===== src/rtl/mesi_pkg.sv =====
package mesi_pkg;
  typedef enum logic [2:0] {
    ST_NP = 3'd0, ST_I = 3'd1, ST_S = 3'd2, ST_E = 3'd3,
    ST_M  = 3'd4, ST_IS = 3'd5, ST_IM = 3'd6, ST_SM = 3'd7
  } line_st_t;

  typedef enum logic [1:0] {
    OP_LOAD = 2'd0, OP_FETCH = 2'd1, OP_STORE = 2'd2, OP_REPL = 2'd3
  } cpu_op_t;

  typedef enum logic [3:0] {
    MC_DATA = 4'd0, MC_DATA_EX = 4'd1, MC_STALE = 4'd2, MC_INV = 4'd3,
    MC_FGETS = 4'd4, MC_FGETX = 4'd5, MC_FGETI = 4'd6, MC_UPGR = 4'd7,
    MC_WBACK = 4'd8
  } msg_cls_t;

  typedef enum logic [2:0] {
    OC_GETS = 3'd0, OC_GETX = 3'd1, OC_UPGR = 3'd2, OC_PUTX = 3'd3,
    OC_IDATA = 3'd4, OC_IACK = 3'd5
  } out_cls_t;

  function automatic logic is_wait(line_st_t s);
    return (s == ST_IS) || (s == ST_IM) || (s == ST_SM);
  endfunction
endpackage


===== src/rtl/mesi_xfer.sv =====
module mesi_xfer
  import mesi_pkg::*;
(
  input  logic     ev_valid,
  input  logic     ev_msg,
  input  cpu_op_t  op,
  input  msg_cls_t mcls,
  input  logic     mdirty,
  input  line_st_t cur_st,
  input  logic     cur_dirty,
  output line_st_t nxt_st,
  output logic     nxt_dirty,
  output logic     send,
  output out_cls_t send_cls,
  output logic     send_dirty,
  output logic     send_data,
  output logic     hit,
  output logic     hit_st,
  output logic     evict
);
  always_comb begin
    nxt_st     = cur_st;
    nxt_dirty  = cur_dirty;
    send       = 1'b0;
    send_cls   = OC_GETS;
    send_dirty = 1'b0;
    send_data  = 1'b0;
    hit        = 1'b0;
    hit_st     = 1'b0;
    evict      = 1'b0;
    if (ev_valid && ev_msg) begin
      case (mcls)
        MC_DATA: if (cur_st == ST_IS) begin
          nxt_st = ST_S; nxt_dirty = mdirty; hit = 1'b1;
        end
        MC_DATA_EX: begin
          if (cur_st == ST_IS) begin
            nxt_st = ST_E; nxt_dirty = mdirty; hit = 1'b1;
          end else if (cur_st == ST_IM || cur_st == ST_SM) begin
            nxt_st = ST_M; nxt_dirty = 1'b1; hit = 1'b1; hit_st = 1'b1;
          end
        end
        MC_STALE: if (cur_st == ST_IS) begin
          nxt_st = ST_I; nxt_dirty = 1'b0; hit = 1'b1;
        end
        MC_INV: begin
          send = 1'b1;
          send_cls = OC_IACK;
          case (cur_st)
            ST_SM: nxt_st = ST_IM;
            ST_S, ST_E: begin
              nxt_st = ST_I; nxt_dirty = 1'b0; evict = 1'b1;
            end
            ST_M: begin
              nxt_st = ST_I; nxt_dirty = 1'b0; evict = 1'b1;
              send_cls = OC_IDATA; send_dirty = cur_dirty; send_data = 1'b1;
            end
            default: ;
          endcase
        end
        MC_FGETX, MC_UPGR: begin
          if (cur_st == ST_E) begin
            send = 1'b1; send_cls = OC_IACK;
            nxt_st = ST_I; nxt_dirty = 1'b0; evict = 1'b1;
          end else if (cur_st == ST_M) begin
            send = 1'b1; send_cls = OC_IDATA;
            send_dirty = cur_dirty; send_data = 1'b1;
            nxt_st = ST_I; nxt_dirty = 1'b0; evict = 1'b1;
          end
        end
        MC_FGETS, MC_FGETI: if (cur_st == ST_E || cur_st == ST_M) begin
          send = 1'b1; send_cls = OC_IDATA;
          send_dirty = cur_dirty; send_data = 1'b1;
          nxt_st = ST_S;
        end
        default: ;
      endcase
    end else if (ev_valid) begin
      case (cur_st)
        ST_NP, ST_I: begin
          nxt_dirty = 1'b0;
          if (op == OP_STORE) begin
            nxt_st = ST_IM; send = 1'b1; send_cls = OC_GETX;
          end else if (op == OP_REPL) begin
            nxt_st = ST_NP;
          end else begin
            nxt_st = ST_IS; send = 1'b1; send_cls = OC_GETS;
          end
        end
        ST_S: begin
          if (op == OP_STORE) begin
            nxt_st = ST_SM; send = 1'b1; send_cls = OC_UPGR;
          end else if (op == OP_REPL) begin
            nxt_st = ST_I; nxt_dirty = 1'b0; evict = 1'b1;
          end else begin
            hit = 1'b1;
          end
        end
        ST_E, ST_M: begin
          if (op == OP_STORE) begin
            nxt_st = ST_M; nxt_dirty = 1'b1; hit = 1'b1; hit_st = 1'b1;
          end else if (op == OP_REPL) begin
            send = 1'b1; send_cls = OC_PUTX;
            send_dirty = cur_dirty; send_data = cur_dirty;
            nxt_st = ST_I; nxt_dirty = 1'b0; evict = 1'b1;
          end else begin
            hit = 1'b1;
          end
        end
        default: ;
      endcase
    end
  end
endmodule


===== src/rtl/mesi_out_pipe.sv =====
module mesi_out_pipe #(
  parameter int DEPTH = 2,
  parameter int WIDTH = 8
) (
  input  logic             clk,
  input  logic             rst,
  input  logic             in_valid,
  input  logic [WIDTH-1:0] in_data,
  output logic             out_valid,
  output logic [WIDTH-1:0] out_data
);
  logic [DEPTH-1:0] v_q;
  logic [WIDTH-1:0] d_q [DEPTH];

  always_ff @(posedge clk) begin
    for (int i = 0; i < DEPTH; i++) begin
      if (i == 0) begin
        v_q[i] <= rst ? 1'b0 : in_valid;
        d_q[i] <= in_data;
      end else begin
        v_q[i] <= rst ? 1'b0 : v_q[i-1];
        d_q[i] <= d_q[i-1];
      end
    end
  end

  assign out_valid = v_q[DEPTH-1];
  assign out_data  = d_q[DEPTH-1];

  generate
    for (genvar g = 1; g < DEPTH; g++) begin : g_chk
      // each stage only fires one cycle after its predecessor
      a_r11_stage_carry: assert property (@(posedge clk) disable iff (rst)
        v_q[g] |-> $past(v_q[g-1]));
    end
  endgenerate
endmodule


===== src/rtl/mesi_line_ctrl.sv =====
module mesi_line_ctrl
  import mesi_pkg::*;
#(
  parameter int LINES      = 16,
  parameter int OUT_LAT    = 2,
  parameter bit SEND_EVICT = 1'b1,
  localparam int LW = (LINES > 1) ? $clog2(LINES) : 1
) (
  input  logic          clk,
  input  logic          rst,
  input  logic          cpu_valid,
  input  logic [1:0]    cpu_op,
  input  logic [LW-1:0] cpu_line,
  output logic          cpu_ready,
  input  logic          msg_valid,
  input  logic [3:0]    msg_class,
  input  logic [LW-1:0] msg_line,
  input  logic          msg_dirty,
  output logic          out_valid,
  output logic [2:0]    out_class,
  output logic [LW-1:0] out_line,
  output logic          out_dirty,
  output logic          out_has_data,
  output logic          hit_valid,
  output logic [LW-1:0] hit_line,
  output logic          hit_store,
  output logic          evict_valid,
  output logic [LW-1:0] evict_line
);
  localparam int PW = 5 + LW;

  line_st_t st_q    [LINES];
  logic     dirty_q [LINES];

  line_st_t st_cpu, st_msg, cur_st, nxt_st;
  logic     cur_dirty, nxt_dirty;
  logic     cpu_fire, msg_fire, ev_fire;
  logic [LW-1:0] sel_line;
  logic     x_send, x_sdirty, x_sdata, x_hit, x_hitst, x_evict;
  out_cls_t x_scls;
  logic [PW-1:0] pay_in, pay_out;

  assign st_cpu    = st_q[cpu_line];
  assign st_msg    = st_q[msg_line];
  assign msg_fire  = msg_valid && !rst;
  assign cpu_ready = !rst && !msg_valid && !is_wait(st_cpu);
  assign cpu_fire  = cpu_valid && cpu_ready;
  assign ev_fire   = msg_fire || cpu_fire;
  assign sel_line  = msg_fire ? msg_line : cpu_line;
  assign cur_st    = msg_fire ? st_msg : st_cpu;
  assign cur_dirty = dirty_q[sel_line];

  mesi_xfer u_xfer (
    .ev_valid  (ev_fire),
    .ev_msg    (msg_fire),
    .op        (cpu_op_t'(cpu_op)),
    .mcls      (msg_cls_t'(msg_class)),
    .mdirty    (msg_dirty),
    .cur_st    (cur_st),
    .cur_dirty (cur_dirty),
    .nxt_st    (nxt_st),
    .nxt_dirty (nxt_dirty),
    .send      (x_send),
    .send_cls  (x_scls),
    .send_dirty(x_sdirty),
    .send_data (x_sdata),
    .hit       (x_hit),
    .hit_st    (x_hitst),
    .evict     (x_evict)
  );

  always_ff @(posedge clk) begin
    if (rst) begin
      for (int i = 0; i < LINES; i++) begin
        st_q[i]    <= ST_NP;
        dirty_q[i] <= 1'b0;
      end
    end else if (ev_fire) begin
      st_q[sel_line]    <= nxt_st;
      dirty_q[sel_line] <= nxt_dirty;
    end
  end

  always_ff @(posedge clk) begin
    if (rst) begin
      hit_valid   <= 1'b0;
      hit_store   <= 1'b0;
      hit_line    <= '0;
      evict_valid <= 1'b0;
      evict_line  <= '0;
    end else begin
      hit_valid   <= x_hit;
      hit_store   <= x_hitst;
      hit_line    <= sel_line;
      evict_valid <= x_evict && SEND_EVICT;
      evict_line  <= sel_line;
    end
  end

  assign pay_in = {x_scls, x_sdirty, x_sdata, sel_line};

  mesi_out_pipe #(.DEPTH(OUT_LAT), .WIDTH(PW)) u_pipe (
    .clk      (clk),
    .rst      (rst),
    .in_valid (x_send),
    .in_data  (pay_in),
    .out_valid(out_valid),
    .out_data (pay_out)
  );

  assign out_class    = pay_out[PW-1 -: 3];
  assign out_dirty    = pay_out[LW+1];
  assign out_has_data = pay_out[LW];
  assign out_line     = pay_out[LW-1:0];

  // store to a shared line parks it in upgrade-wait
  a_r4_s_store_wait: assert property (@(posedge clk) disable iff (rst)
    cpu_fire && cpu_op == OP_STORE && st_cpu == ST_S
    |=> st_q[$past(cpu_line)] == ST_SM);

  // store to an owned line completes at once and marks it dirty
  a_r4_owned_store: assert property (@(posedge clk) disable iff (rst)
    cpu_fire && cpu_op == OP_STORE && (st_cpu == ST_E || st_cpu == ST_M)
    |=> hit_valid && hit_store && dirty_q[$past(cpu_line)]);

  // stale fill completes the load and leaves the line invalid
  a_r6_stale_fill: assert property (@(posedge clk) disable iff (rst)
    msg_fire && msg_class == MC_STALE && st_msg == ST_IS
    |=> hit_valid && !hit_store && st_q[$past(msg_line)] == ST_I);

  // a completion notice always follows an accepted event
  a_r11_hit_origin: assert property (@(posedge clk) disable iff (rst)
    hit_valid |-> $past(ev_fire));
endmodule


===== config.mk =====
export PLATFORM = sky130hd
export DESIGN_NAME = mesi_line_ctrl
export DESIGN_NICKNAME = d
export VERILOG_FILES = /design/src/rtl/mesi_pkg.sv /design/src/rtl/mesi_xfer.sv /design/src/rtl/mesi_out_pipe.sv /design/src/rtl/mesi_line_ctrl.sv
export SDC_FILE = /design/constraint.sdc
export NUM_CORES = 1
export LEC_CHECK = 0
export BUFFER_PORTS_ARGS = -buffer_cell sky130_fd_sc_hd__buf_2
export CAP_MARGIN = 10
export CORE_AREA = 2 2 95 189
export CTS_BUF_LIST = sky130_fd_sc_hd__clkbuf_8
export DETAILED_ROUTE_END_ITERATION = 16
export DIE_AREA = 0 0 97 191
export GPL_TIMING_DRIVEN = 0
export RECOVER_POWER = 25
export SLEW_MARGIN = 15
export SYNTH_ARGS = -nofsm -noshare
export SYNTH_HDL_FRONTEND = slang
export SYNTH_HIERARCHICAL = 1
export SYNTH_SLANG_ARGS = --single-unit

===== constraint.sdc =====
create_clock -name clk -period 4.06 [get_ports clk]
set_clock_uncertainty 0.2 [all_clocks]
set_input_delay 0.812 -clock clk [delete_from_list [all_inputs] [get_ports clk]]
set_output_delay 0.812 -clock clk [all_outputs]
set_load 0.03 [all_outputs]

# Word level (Yosys, flattened, before mapping)
# Memory sizes are Yosys's and may differ from the RTL's.
# Cells that the tools add are included.
word_totals:
  mem_bits_rw: 82
  mem_count: 3
  input_bits: 19
  output_inout_bits: 22
  regBits: 9
memory_table:
  columns: ["memory", "depth", "width", "read_ports", "rd_clocked_by_memory_dff", "wr", "line_no", "rtl"]
  rows:
  - ["st_q", 16, 3, 2, 0, 16, "mesi_line_ctrl.sv:32", "line_st_t st_q [LINES];"]
  - ["u_pipe.d_q", 2, 9, 2, 0, 2, "mesi_out_pipe.sv:13", "logic [WIDTH-1:0] d_q [DEPTH];"]
  - ["dirty_q", 16, 1, 1, 0, 16, "mesi_line_ctrl.sv:33", "logic dirty_q [LINES];"]
classes:
  n_eq_ne: 19
  n_mux: 98
  reduce_logical: 23
ops:
  columns: ["operator", "n"]
  rows:
  - ["3-bit two-way mux", 22]
  - ["1-bit two-way mux", 57]
  - ["3-bit case mux with 3 select lines", 3]
  - ["3-bit == test (second input constant)", 7]
  - ["3-bit case mux with 6 select lines", 1]
  - ["4-bit by 3-bit == test with 1-bit output (second input constant)", 4]
  - ["1-bit case mux with 3 select lines", 5]
  - ["4-bit two-way mux", 3]
  - ["2-bit OR reduction", 5]
  - ["4-bit by 2-bit == test with 1-bit output (second input constant)", 2]
  - ["3-bit by 2-bit == test with 1-bit output (second input constant)", 2]
  - ["1-bit case mux with 2 select lines", 3]
  - ["3-bit case mux with 2 select lines", 1]
  - ["3-bit OR reduction", 2]
  - ["1-bit logical AND", 5]
  - ["1-bit logical OR", 5]
  - ["1-bit case mux with 5 select lines", 1]
  - ["2-bit == test (second input constant)", 2]
  - ["4-bit by 1-bit == test with 1-bit output (second input constant)", 1]
  - ["4-bit zero test", 1]
  - ["2-bit two-way mux", 2]
  - ["3-bit by 1-bit == test with 1-bit output (second input constant)", 1]
  - ["1-bit zero test", 3]
  - ["3-bit zero test", 1]
  - ["1-bit OR reduction", 1]

# Logic depth before layout (Yosys ltp)
# An unclocked memory read counts as a cell.
logic_depth:
  word_depth: 13
  mapped_depth: 15
  depth_no_buf: 13

# Modules after synthesis
# Netlist, hierarchy kept.
modules_own_cells:
  columns: ["mod", "cells_each", "instances", "area_each_um2", "seq_area_each_um2"]
  rows:
  - ["mesi_line_ctrl", 290, 1, 3791.1, 2062.0]
  - ["mesi_xfer", 135, 1, 777.0, 0.0]
  - ["mesi_out_pipe", 31, 1, 480.5, 400.4]

# Worst setup path before layout
# OpenSTA, ideal clock, no wires.
synth_timing:
  path_kind: "input to register"
  startpoint: "in msg_valid"
  endpoint: "mem dirty_q[10], data pin"
  path_slack_ns: 0.052
  stages: 14
  arrival_ns: 3.667
  required_ns: 3.719
  n_path_buf: 2
  setup_ns: 0.141
  path_cell_list: "nor2b_2 > buf_6 > mux2i_2 > inv_4 > buf_6 > mux2i_1 > mux4_2 > and2_1 > a31oi_1 > a21boi_0 > nor2_1 > o211ai_1 > nand2_1 > nor2_1"
synth_lines:
  columns: ["item", "line_no", "rtl"]
  rows:
  - ["start, declared", "mesi_line_ctrl.sv:15", "input logic msg_valid,"]
  - ["end, declared", "mesi_line_ctrl.sv:33", null]

==> results.yml <==
timing:
  fmax_mhz: 252
  drv_slew: 0
  fin_ws_ps: 87.4
  period_minus_slack_ps: 3970
  fin_crit_sh_pct: 97.8
  worstMarginPinSlew_ps: 644
  slew_headroom_pct: 55.9
  hold_slack_ps: 131
  hold_violations: 0
  setup_viol: 0
logic_synthesis:
  ys_warn_count: 6
  avgSynthCellArea_um2: 11.1
  synth_nets: 475
  synth.yosys.seq_area_share_pct: 48.8
  ys.flop_type: "edfxtp_1"
  ys_ff_latch: 91
  syn_area_mm2: 0.00505
  async_flop_share_pct: 0
  synth_edf_count: 64
  synthCells: 456
  ys_types: 60
clock_tree:
  root_buffer: "clkbuf_8"
  cts_made_buffers: 9
  clk_latency_ps: 370
  clk_pin_slew_ps: 90
  clock_sinks: 91
  tritoncts: "built"
  cts_buffer_depth: 2
  h-tree-depth: 3
worst_setup_path:
  cp_max_fo: 10
  rr_startpoint: "st_q[8][1]$_SDFFCE_PN0P_"
  path_buf_inv: 4
  crit_path_top_delay_cell: "mux4_2"
  crit_top_cell: "mux4_2"
  critical-path-top-delay-family: "multiplexers"
  crit_chain: "clkbuf_4, buf_12, mux4_2, mux4_2, mux2_2, buf_2, nand2b_1, o31a_1, o31ai_4, o21bai_2, buf_4, nand2_2, nor2_1"
  end_kind: "flop"
  cp.depth: 13
  rr_endpoint: "st_q[9][0]$_SDFFCE_PN0P_"
  crit_path_max_incr_delay_ps: 510
  endpoint: "st_q[9][0]$_SDFFCE_PN0P_"
  critical_path_class: "in2reg"
  cp-startpoint: "msg_line[0]"
  critPathArrivalTime_ps: 3880
  critPathLaunchType: "primary input"
  ff2ff_setup_slack_ps: 500
  r2r_cells: 11
  worstPathRequired_ps: 3970
power_and_ir_drop:
  finalPower_uw: 2190
  cellPowerDensity_mw_per_mm2: 369
  cellLeakagePower_uw: 0.00219
  irDropWorstVdd_mv: 0.184
floorplan:
  initial_core_util_pct: 29.5
  die_w_um: 97
  dieHeight_um: 191
  rows: 68
  core-area_mm2: 0.0171
  ios: 41
  die-area_mm2: 0.0185
placed_design:
  hpwl_um: 9880
  dp.cells: 707
  gp_congestion: 0.896
  io_buffers: 40
  place_ws_ps: -1190
global_routing:
  overflow: 0
  antenna_found_initial: 0
  grt_max_degree: 16
  track_usage_pct: 14.5
  grt_first_pass_wirelength_um: 20900
  grt_pass1_vias: 3731
detailed_routing:
  avgViaCountPerCell: 5.29
  dr.pass1.iters: 6
  drt_iter0_markers: 458
  antenna_left: 0
  drt_wl_total_um: 13500
  routedWlPerCell_um: 18.4
  drc: 0
  vias: 3865
flow_run:
  maxCapViolCount: 0
worst_hold_path:
  hold_path_class: "reg2reg"
finish:
  final_nets: 534
  drive_above_1_share_pct: 34.2
  fin_cells: 730
  syn_to_final_growth_pct: 17.5
  diodes: 0
outcome:
  status: "completed"
==> worst reg2reg max path: stages, from the launching register on <==
cell	delay [ps]
edfxtp_1	390
mux4_2	520
mux4_2	460
mux2_2	350
buf_2	220
nand2b_1	200
o31a_1	280
o31ai_4	250
o21bai_2	90
buf_4	180
nand2_2	100
nor2_1	60
==> cell families after synthesis <==
family / Yosys count / synth area share [%]
flip-flops: 91 / 48.8
AND/OR/NAND/NOR: 190 / 17.7
multiplexers: 39 / 14.9
AO/OA/AOI/OAI: 85 / 12.8
buffers and inverters: 51 / 5.80
==> worst min path at each step <==
stage | startpoint | depth (start not counted) | end | slack (ps)
after CTS | u_pipe/d_q[0][7]$_DFF_P_ | 0 | u_pipe/d_q[0][16]$_DFF_P_ | 130
after global placement | u_pipe/d_q[0][3]$_DFF_P_ | 0 | u_pipe/d_q[0][12]$_DFF_P_ | 110
after floorplan | u_pipe/d_q[0][1]$_DFF_P_ | 0 | u_pipe/d_q[0][10]$_DFF_P_ | 110
after detailed placement | u_pipe/d_q[0][3]$_DFF_P_ | 0 | u_pipe/d_q[0][12]$_DFF_P_ | 110
after global routing | u_pipe/d_q[0][1]$_DFF_P_ | 0 | u_pipe/d_q[0][10]$_DFF_P_ | 140
final | u_pipe/d_q[0][5]$_DFF_P_ | 0 | u_pipe/d_q[0][14]$_DFF_P_ | 130
==> registers in the layout, indices dropped and copies added, names as in the netlist <==
| name | flops |
|---|---|
| u_pipe/v_q | 2 |
| hit_store | 1 |
| st_q | 48 |
| hit_valid | 1 |
| evict_valid | 1 |
| u_pipe/d_q | 18 |
| evict_line | 4 |
| dirty_q | 16 |
==> timing repair <==
item                       4_1_cts  5_1_grt
pin swaps                        3        2
setup buffers                    4        3
gates resized for setup         15       31
setup endpoints to repair       64       53
hold buffers                     0        0
==> Yosys cell counts, drive strengths merged (2+ instances only) <==
cell type,instances,area share (%)
o21ai,11,1.1
a311o,2,0.40
nand2,48,3.6
and2,2,0.25
and3,4,0.50
nand3,12,1.3
mux2i,9,1.9
inv,11,0.87
a21oi,13,1.4
nand2b,6,0.74
a211oi,2,0.30
a22oi,4,0.59
a31oi,7,0.87
nor3,6,0.59
nor2,87,7.0
mux2,2,0.45
mux4,28,13
o211ai,2,0.30
a41o,2,0.40
nor2b,11,1.4
edfxtp,64,38
a21o,2,0.30
nand4,6,1.0
or3,2,0.25
o31ai,3,0.45
o21a,5,0.74
o22ai,3,0.37
dfxtp,27,11
a21boi,3,0.45
buf,30,4.2
clkbuf,9,0.67
o21bai,18,3.8
==> cell type report <==
| class | instances | area (µm²) |
|---|---|---|
| Buffer | 39 | 284 |
| Multi-Input combinational cell | 314 | 2410 |
| Clock inverter | 6 | 63.8 |
| Clock buffer | 10 | 138 |
| Timing Repair Buffer | 48 | 260 |
| Fill cell | 1741 | 11200 |
| Sequential cell | 91 | 2460 |
| Inverter | 12 | 51.3 |
| Tap cell | 210 | 263 |
==> stage by stage <==
| step | cell area, µm² | TNS, ps | util, % |
|---|---|---|---|
| floorplan | 5050 | 0 | - |
| global placement | 5510 | -63080 | 32.2 |
| detailed placement | 5520 | -53090 | 32.3 |
| CTS | 5800 | -28.1 | 33.9 |
| global route | 5930 | -14.2 | 34.7 |
| finish | 5930 | 0 | 34.7 |
==> layout by cell type (no fill, tap or decap), types with 10 or more instances in the layout <==
cell type / Yosys / final
a21oi_1: 12 / 12
buf_2: 10 / 47
buf_4: 15 / 23
clkbuf_8: 0 / 10
dfxtp_1: 27 / 27
edfxtp_1: 64 / 64
mux4_2: 26 / 26
nand2_1: 48 / 38
nand3_1: 11 / 10
nor2_1: 77 / 76
nor2_2: 10 / 11
nor2b_1: 10 / 10
o21ai_0: 11 / 11
o21bai_2: 12 / 13
==> metal layers <==
metal	wire length (µm)	vias up	GRT usage [%]
met3	1050	25	2.60
met1	5710	1877	19.8
met2	6400	176	23.5
li1	-	1787	-
met4	303	0	4.60
met5	0	-	0
==> power breakdown <==
part	internal (µW)	switching, µW
Sequential	1030	15.7
Clock	302	323
Combinational	197	319
Note: power is estimated with default switching activity, not from simulation.
